### src/rtl/bim_pkg.sv
package bim_pkg;

    parameter int unsigned NUM_INSTR = 8;
    parameter int unsigned NUM_SEC   = 3;
    parameter int unsigned SEC_W     = 16;
    parameter int unsigned BYTE_W    = 8;
    parameter int unsigned ADDR_W    = 5;
    parameter int unsigned CFG_W     = 16;

    localparam int unsigned IDX_W   = $clog2(NUM_INSTR);
    localparam int unsigned INSTR_W = SEC_W * NUM_SEC;
    localparam int unsigned LANES   = SEC_W / BYTE_W;
    localparam int unsigned PTR_W   = 2;
    localparam int unsigned WORD_W  = ADDR_W - 1;

    // configuration register field positions
    localparam int unsigned CFG_PTR_LO  = 8;
    localparam int unsigned CFG_SRST    = 1;
    localparam int unsigned CFG_VCLR    = 2;

    typedef enum logic [PTR_W-1:0] {
        SEC_CTRL = 2'b00,
        SEC_LIM1 = 2'b01,
        SEC_LIM2 = 2'b10,
        SEC_RSVD = 2'b11
    } sec_sel_e;

    typedef struct packed {
        logic             hit;
        logic [IDX_W-1:0] idx;
        sec_sel_e         sec;
        logic [LANES-1:0] lane_en;
        logic             hi_byte;
    } host_tgt_t;

    typedef struct packed {
        sec_sel_e ptr;
        logic     srst;
        logic     vclr;
    } cfg_fields_t;

    function automatic host_tgt_t decode_host(
        input logic [ADDR_W-1:0] addr,
        input logic              is_byte,
        input sec_sel_e          ptr
    );
        host_tgt_t         t;
        logic [WORD_W-1:0] word;
        word      = addr[ADDR_W-1:1];
        t.hit     = (32'(word) < NUM_INSTR) && (32'(ptr) < NUM_SEC);
        t.idx     = word[IDX_W-1:0];
        t.sec     = ptr;
        t.hi_byte = is_byte & addr[0];
        if (!is_byte)
            t.lane_en = '1;
        else if (addr[0])
            t.lane_en = LANES'(2'b10);
        else
            t.lane_en = LANES'(2'b01);
        return t;
    endfunction

    function automatic cfg_fields_t decode_cfg(input logic [CFG_W-1:0] d);
        cfg_fields_t f;
        f.ptr  = sec_sel_e'(d[CFG_PTR_LO +: PTR_W]);
        f.srst = d[CFG_SRST];
        f.vclr = d[CFG_VCLR];
        return f;
    endfunction

    function automatic logic [SEC_W-1:0] shape_read(
        input logic [SEC_W-1:0] sec_data,
        input logic             is_byte,
        input logic             hi_byte
    );
        logic [SEC_W-1:0] r;
        if (!is_byte)
            r = sec_data;
        else if (hi_byte)
            r = {{(SEC_W-BYTE_W){1'b0}}, sec_data[SEC_W-1 -: BYTE_W]};
        else
            r = {{(SEC_W-BYTE_W){1'b0}}, sec_data[BYTE_W-1:0]};
        return r;
    endfunction

endpackage

### src/rtl/bim_addr_decode.sv
module bim_addr_decode
    import bim_pkg::*;
(
    input  logic [ADDR_W-1:0] addr,
    input  logic              is_byte,
    input  sec_sel_e          ptr,
    output host_tgt_t         tgt
);
    always_comb begin
        tgt = decode_host(addr, is_byte, ptr);
    end
endmodule

### src/rtl/bim_store.sv
module bim_store
    import bim_pkg::*;
(
    input  logic                clk,
    input  logic                rst,
    input  logic                wr_en,
    input  logic [IDX_W-1:0]    wr_idx,
    input  sec_sel_e            wr_sec,
    input  logic [LANES-1:0]    wr_lane_en,
    input  logic [SEC_W-1:0]    wr_data,
    input  logic [IDX_W-1:0]    rd_idx,
    input  sec_sel_e            rd_sec,
    output logic [SEC_W-1:0]    rd_data,
    input  logic [IDX_W-1:0]    seq_idx,
    output logic [INSTR_W-1:0]  seq_instr
);
    logic [NUM_INSTR-1:0][INSTR_W-1:0] inst_flat;

    for (genvar gi = 0; gi < NUM_INSTR; gi++) begin : g_instr
        for (genvar gs = 0; gs < NUM_SEC; gs++) begin : g_sec
            logic sec_hit;
            assign sec_hit = wr_en && (wr_idx == IDX_W'(gi)) && (wr_sec == sec_sel_e'(gs));
            for (genvar gl = 0; gl < LANES; gl++) begin : g_lane
                logic [BYTE_W-1:0] cell_q;
                always_ff @(posedge clk) begin
                    if (rst)
                        cell_q <= '0;
                    else if (sec_hit && wr_lane_en[gl])
                        cell_q <= wr_data[gl*BYTE_W +: BYTE_W];
                end
                assign inst_flat[gi][(gs*SEC_W)+(gl*BYTE_W) +: BYTE_W] = cell_q;
            end
        end
    end

    always_comb begin
        rd_data = '0;
        for (int s = 0; s < NUM_SEC; s++) begin
            if (rd_sec == sec_sel_e'(s))
                rd_data = inst_flat[rd_idx][s*SEC_W +: SEC_W];
        end
    end

    always_ff @(posedge clk) begin
        if (rst)
            seq_instr <= '0;
        else
            seq_instr <= inst_flat[seq_idx];
    end
endmodule

### src/rtl/bim_cfg.sv
module bim_cfg
    import bim_pkg::*;
(
    input  logic             clk,
    input  logic             rst,
    input  logic             cfg_we,
    input  logic [CFG_W-1:0] cfg_wdata,
    input  logic             host_access,
    input  logic             seq_running,
    output sec_sel_e         ptr,
    output logic             soft_reset_req,
    output logic             access_violation
);
    cfg_fields_t fields;
    logic        viol_set;
    logic        viol_clr;

    always_comb begin
        fields   = decode_cfg(cfg_wdata);
        viol_set = host_access && seq_running;
        viol_clr = cfg_we && fields.vclr;
    end

    always_ff @(posedge clk) begin
        if (rst) begin
            ptr              <= SEC_CTRL;
            soft_reset_req   <= 1'b0;
            access_violation <= 1'b0;
        end else begin
            if (cfg_we)
                ptr <= fields.ptr;
            soft_reset_req   <= cfg_we && fields.srst;
            access_violation <= viol_set || (access_violation && !viol_clr);
        end
    end
endmodule

### src/rtl/bim_top.sv
module bim_top
    import bim_pkg::*;
(
    input  logic                 clk,
    input  logic                 rst,
    input  logic                 bus_is_byte,
    input  logic                 host_en,
    input  logic                 host_we,
    input  logic [ADDR_W-1:0]    host_addr,
    input  logic [SEC_W-1:0]     host_wdata,
    output logic [SEC_W-1:0]     host_rdata,
    input  logic                 cfg_we,
    input  logic [CFG_W-1:0]     cfg_wdata,
    output logic [PTR_W-1:0]     cfg_ptr,
    output logic                 soft_reset_req,
    input  logic                 seq_running,
    output logic                 access_violation,
    input  logic [IDX_W-1:0]     seq_idx,
    output logic [INSTR_W-1:0]   seq_instr
);
    sec_sel_e         ptr;
    host_tgt_t        tgt;
    logic [SEC_W-1:0] wr_lanes;
    logic [SEC_W-1:0] sec_rd;
    logic             do_write;

    bim_cfg u_cfg (
        .clk              (clk),
        .rst              (rst),
        .cfg_we           (cfg_we),
        .cfg_wdata        (cfg_wdata),
        .host_access      (host_en),
        .seq_running      (seq_running),
        .ptr              (ptr),
        .soft_reset_req   (soft_reset_req),
        .access_violation (access_violation)
    );

    bim_addr_decode u_dec (
        .addr    (host_addr),
        .is_byte (bus_is_byte),
        .ptr     (ptr),
        .tgt     (tgt)
    );

    always_comb begin
        wr_lanes = bus_is_byte ? {LANES{host_wdata[BYTE_W-1:0]}} : host_wdata;
        do_write = host_en && host_we && tgt.hit;
    end

    bim_store u_store (
        .clk        (clk),
        .rst        (rst),
        .wr_en      (do_write),
        .wr_idx     (tgt.idx),
        .wr_sec     (tgt.sec),
        .wr_lane_en (tgt.lane_en),
        .wr_data    (wr_lanes),
        .rd_idx     (tgt.idx),
        .rd_sec     (tgt.sec),
        .rd_data    (sec_rd),
        .seq_idx    (seq_idx),
        .seq_instr  (seq_instr)
    );

    always_ff @(posedge clk) begin
        if (rst)
            host_rdata <= '0;
        else if (host_en && !host_we)
            host_rdata <= tgt.hit ? shape_read(sec_rd, bus_is_byte, tgt.hi_byte) : '0;
    end

    assign cfg_ptr = ptr;
endmodule

### config.mk
export PLATFORM = sky130hd
export DESIGN_NAME = bim_top
export DESIGN_NICKNAME = d
export VERILOG_FILES = /design/src/rtl/bim_pkg.sv /design/src/rtl/bim_addr_decode.sv /design/src/rtl/bim_store.sv /design/src/rtl/bim_cfg.sv /design/src/rtl/bim_top.sv
export SDC_FILE = /design/constraint.sdc
export NUM_CORES = 1
export LEC_CHECK = 0
export BUFFER_PORTS_ARGS = -buffer_cell sky130_fd_sc_hd__buf_2
export CAP_MARGIN = 15
export CORE_MARGIN = 3
export CORE_UTILIZATION = 53
export DETAILED_ROUTE_END_ITERATION = 16
export PLACE_DENSITY = 0.8
export SLEW_MARGIN = 5
export SYNTH_ARGS = -nofsm -noshare
export SYNTH_HDL_FRONTEND = slang
export SYNTH_SLANG_ARGS = --single-unit
### constraint.sdc
create_clock -name clk -period 2.1 [get_ports clk]
set_input_delay 0.21 -clock clk [delete_from_list [all_inputs] [get_ports clk]]
set_output_delay 0.21 -clock clk [all_outputs]
set_load 0.02 [all_outputs]
---- Yosys cells after proc, flatten, opt, wreduce, memory -nomap -nowiden ----
Index checks and enable logic that the tools add are counted.
cells by class
  $add $sub $neg .......................... 0
  $mul .................................... 0
  div/mod/pow operators ................... 0
  magnitude comparators ................... 4
  equal/unequal tests ..................... 9
  shift-type cells ........................ 0
  mux-type cells .......................... 13
  bitwise operators ....................... 1
  reduce and logical (&&, ||, !) cells .... 93
operators by type and width
  operator              count
  $bmux W48 S3          2
  $mux W16              6
  $mux W48              2
  $logic_and A1 B1 Y1   88
  $eq A3 B3 Y1 const B  4
  $lt A3 B4 Y1 const B  2
  $mux W8               1
  $eq A3 B2 Y1 const B  2
  $lt A4 B4 Y1 const B  1
  $mux W2               2
  $eq A3 B1 Y1 const B  1
  $logic_not A3 Y1      1
  $eq A2 B1 Y1 const B  1
  $eq A2 B2 Y1 const B  1
  $logic_not A1 Y1      2
  $logic_not A2 Y1      1
  $lt A2 B2 Y1 const B  1
  $and A1 B1 Y1         1
  $logic_or A1 B1 Y1    1
storage, ports and cells
  bits in registers ....................... 452
  bits in latches ......................... 0
  RAM bits ................................ 0
  ROM bits ................................ 0
  input port bits ......................... 47
  word-level logic and storage cells ...... 173
  memories ................................ 0

---- Logic depth before layout (Yosys ltp) ----
  word-level depth ........................ 8
  depth in mapped cells ................... 9

---- Hierarchy ----
Synthesis repeated with hierarchy kept, for this count alone.
unflattened totals
  cells, all modules ...................... 2428
  area total of the unflattened synthesis .. 22260.1 um^2
modules (own cells, without submodules)
  module           instances  cells each  area each (um^2)  seq. area each (um^2)
  bim_store        1          2338        21269.1           8648.3
  bim_top          1          68          794.5             320.3
  bim_cfg          1          13          137.6             80.1
  bim_addr_decode  1          9           58.8              0.0

---- Least setup slack after synthesis ----
OpenSTA, ideal clock, no wires.
  path type ............................... register -> register
  from .................................... reg u_cfg.ptr[0]
  to ...................................... reg u_store.g_instr[0].g_sec[1].g_lane[0].cell_q[0]
  library setup time ...................... 128 ps
  arrival ................................. 1889 ps
  slack ................................... 84 ps
  stages on the path, launching flop included .. 9
  path buffers ............................ 3
  period minus slack after synthesis ...... 2016 ps
  path through ............................ dfxtp_1 > buf_4 > and2b_1 > buf_4 > nand2_4 > or3_1 > buf_2 > mux2i_1 > nor2_1
between the ends
  word-level cells in the longest chain between the ends .. 6
  elaborated cells on any way between the ends .. 7
ends and longest elaborated chain
  what                    line             source
  from (decl)             bim_cfg.sv:10    output sec_sel_e ptr,
  from (signal assigned)  bim_cfg.sv:31    ptr <= fields.ptr;
  $lt A2 B2 Y1            bim_pkg.sv:50    t.hit = (32'(word) < NUM_INSTR) && (32'(ptr) < NUM_SEC);
  $logic_and A1 B1 Y1     bim_pkg.sv:50
  $logic_and A1 B1 Y1     bim_top.sv:48    do_write = host_en && host_we && tgt.hit;
  $logic_and A1 B1 Y1     bim_store.sv:22  assign sec_hit = wr_en && (wr_idx == IDX_W'(gi)) && (wr_sec == sec_sel_e'(gs));
  $logic_and A1 B1 Y1 *   bim_store.sv:22
  $logic_and A1 B1 Y1 *   bim_store.sv:28  else if (sec_hit && wr_lane_en[gl])
  to (signal assigned)    bim_store.sv:29  cell_q <= wr_data[gl*BYTE_W +: BYTE_W];
  to (decl)               bim_store.sv:24  logic [BYTE_W-1:0] cell_q;
Every way passes the cells marked *; elsewhere a longest branch is shown, timed or not.
A chain may end at the register's enable or synchronous reset.

---- Worst setup path after layout ----
  from .................................... reg u_cfg.ptr[0]
  to ...................................... reg host_rdata[6]
between the ends
  word-level cells in the longest chain between the ends .. 7
  elaborated cells on any way between the ends .. 11
ends and longest elaborated chain
  what                    line             source
  $logic_not A2 Y1        bim_store.sv:39  if (rd_sec == sec_sel_e'(s))
  $mux W16 (3 in series)  bim_store.sv:39
  $mux W8                 bim_pkg.sv:79    else if (hi_byte)
  $mux W16                bim_pkg.sv:77    if (!is_byte)
  $mux W16 *              bim_top.sv:70    host_rdata <= tgt.hit ? shape_read(sec_rd, bus_is_byte, tgt.hi_byte) : '0;
  to (signal assigned)    bim_top.sv:70
  to (decl)               bim_top.sv:11    output logic [SEC_W-1:0] host_rdata,
Marks and branches as above.

==> metrics.md <==
| Metric | Value |
|---|---|
| Crit start category | flip-flop |
| RSZ-0062 raised after global routing | false |
| Worst-path clk slew | 60 ps |
| GP Congestion | 0.967 |
| Yosys Warn Count | 0 |
| DR pass1 iterations | 9 |
| Share of layout cells above drive strength 1 | 0.271 |
| DR WL met2 | 32,100 um |
| Num Clock Sinks | 452 |
| Final core utilization | 0.644 |
| Total core area | 41,000 um2 |
| Max Fclk | 487 MHz |
| Sequential element share of the synthesized area | 0.410 |
| Area after DPL | 24,600 um2 |
| Final instance area | 26,400 um2 |
| Vias in the first global route | 18.1k |
| Pin count of the biggest net entering global routing | 169 |
| Fillers | 2,936 |
| Leak pwr | 9.78 nW |
| Post-Layout Cell Count | 2,752 |
| Final setup viols | 0 |
| Distinct cell type count after synthesis | 58 |
| Synth Flop Type | dfxtp_1 |
| Mapped Avg Cell Area | 10.9 um2 |
| Met3 WL | 6190 um |
| Mapped Cells | 2,030 |
| Crit path kind | flip-flop to flip-flop |
| Syn Nets | 2,077 |
| HP Class | input pin to flip-flop |
| Tightest Pin Transition | 858 ps |
| Setup ws final | 47.0 ps |
| GRT overflow | 0 |
| Global-route wire length before repair | 103,000 um |
| Nets | 2,230 |
| Die Span X | 210 um |
| Row count | 74 |
| Area of the multi-input gates | 12,000 um2 |
| CTS tree | yes |
| Tcrit/Tclk final | 0.978 |
| Total of max-cap violations | 0 |
| Via density | 6.46 |
| Met1 WL | 24,600 um |
| CP Capture Type | flip-flop |
| Worst hold margin | 23.6 ps |
| Final Max Tran Viols | 0 |
| Register area | 9050 um2 |
| Dpl ws | -120 ps |
| Placed instance count | 2,655 |
| Die area | 44,200 um2 |
| CTS Buf Count | 48 |
| Initial antenna violation count | 1 |
| Asr flop ratio synth | 0 |
| Max transition margin | 0.427 |
| Ports | 115 |
| Minimum clock period | 2050 ps |
| Status | finished, final reports clean |
| Total chip power | 19.3 mW |
| H-Tree Depth | 2 |
| Max layer used | met5 |
| DP Wirelength | 44,300 um |
| Die H | 210 um |
| Setup TNS | 0 ps |
| Root Buffer Master | clkbuf_16 |
| Worst Path Required | 2640 ps |
| Number of diodes | 0 |
| Total track usage | 0.297 |
| DRT Wirelength | 66,800 um |
| Arrival @ worst endpoint | 2600 ps |
| Post-route ant nets | 0 |
| Post-Syn Area | 22,100 um2 |
| Vias | 17.8k |
| Starting Density | 0.539 |
| Final Skew | 24.3 ps |
| Max FO, Critical Path | 8 |
| Clk_lat worst skew | 610 ps |
| Worst vdd ir | 0.000603 V |
| Number of synthesized register bits | 452 |
| PwrDens | 731 nW/um2 |
| Detailed Route Iter0 Violations | 2,294 |
| DRC Markers | 0 |
| I/O Buffers | 102 |
| Post-synth EDFFs | 0 |
| Bufs on Longest Clock Path | 3 |
| WL/cell | 24.3 um |
| P&R area growth vs syn | 19.5% |
| Final Hold Fails | 0 |
synthesized netlist by cell type, drive strengths merged (3+ instances only):
library cell,n,area share
or3,3,0.00085
buf,93,0.028
nand2,46,0.0095
dfxtp,452,0.41
nor2b,6,0.0017
a221o,3,0.0014
nor3,47,0.033
mux4,154,0.16
a211oi,196,0.067
o21ai,10,0.0023
inv,3,0.00051
nor2,451,0.077
a31oi,7,0.0020
and2,3,0.00085
a21oi,13,0.0035
nand3,17,0.0039
o211ai,3,0.0010
a22o,4,0.0016
a22oi,29,0.0099
mux2i,335,0.15
nand2b,9,0.0029
clkbuf,105,0.018
a32o,4,0.0018
mux2,4,0.0020
o22ai,5,0.0014
cell usage in the layout, fill, tap and decap left out, types with 39 or more instances in the layout:
master,synthesis,routed
a211oi_1,196,196
buf_12,0,71
buf_2,25,96
buf_4,35,120
clkbuf_16,0,50
dfxtp_1,452,450
mux2i_1,335,327
mux4_2,154,154
nand2_1,39,39
nor2_1,449,449
nor3_4,43,43
path summary, 6_finish.rpt:
kind | end | slack [ps] | startpoint | cells after the start
setup / recovery | host_rdata[6]$_SDFFE_PP0P_ | 50 | u_cfg.ptr[0]$_SDFFE_PP0P_ | 6
hold / removal | u_store.g_instr[5].g_sec[2].g_lane[0].cell_q[1]$_SDFFE_PP0P_ | 20 | host_wdata[1] | 3
setup reg to reg | host_rdata[6]$_SDFFE_PP0P_ | 50 | u_cfg.ptr[0]$_SDFFE_PP0P_ | 6
hold reg to reg | u_store.g_instr[4].g_sec[0].g_lane[1].cell_q[1]$_SDFFE_PP0P_ | 510 | u_store.g_instr[4].g_sec[0].g_lane[1].cell_q[1]$_SDFFE_PP0P_ | 2
metal layers:
layer	global-route usage	up-vias
met3	0.0574	266
met1	0.362	8743
met2	0.495	973
li1	-	7790
met4	0.174	2
met5	0	-
cell type report:
class	count	share of cell area
multi-input cells	1377	0.456
inverters	3	0.000427
well taps	532	0.0252
clock inverters	17	0.00886
clock buffers	70	0.0544
repair buffers	301	0.112
flip-flops and latches	452	0.343
cell families after synthesis:
| logic type | synth area share |
|---|---|
| muxes | 0.311 |
| buffers and inverters | 0.0467 |
| DFF | 0.410 |
| AOI/OAI and AO/OA | 0.0984 |
| and+or+nand+nor | 0.134 |
report_power, final:
part | switching (mW) | total [mW] | internal [mW]
Clock | 3.62 | 8.98 | 5.36
Sequential | 0.0368 | 8.65 | 8.61
Combinational | 1.07 | 1.68 | 0.614
state kept, by name, summed over array words and instances, names as in the netlist:
signal                               flops
u_cfg.access_violation                   1
u_store.seq_instr                       48
host_rdata                              16
u_cfg.ptr                                2
u_cfg.soft_reset_req                     1
u_store.g_instr.g_sec.g_lane.cell_q    384
worst max-delay path, cell delays in order (launching register included):
cell and delay, ps:
dfxtp_2 390, buf_4 200, or2_2 430, a221o_1 320, o22ai_1 320, nand2b_1 170, a32o_1 150
what timing repair did:
item / 4_1_cts / 5_1_grt
gates resized for setup: 0 / 5
hold endpoints to repair: 7 / 0
pin swaps: 1 / 1
cloned: 0 / 0
endpoints found under the setup margin: 2 / 135
buffers inserted: 1 / 0
hold buffers: 9 / 0
(Power assumes the default switching activity.)
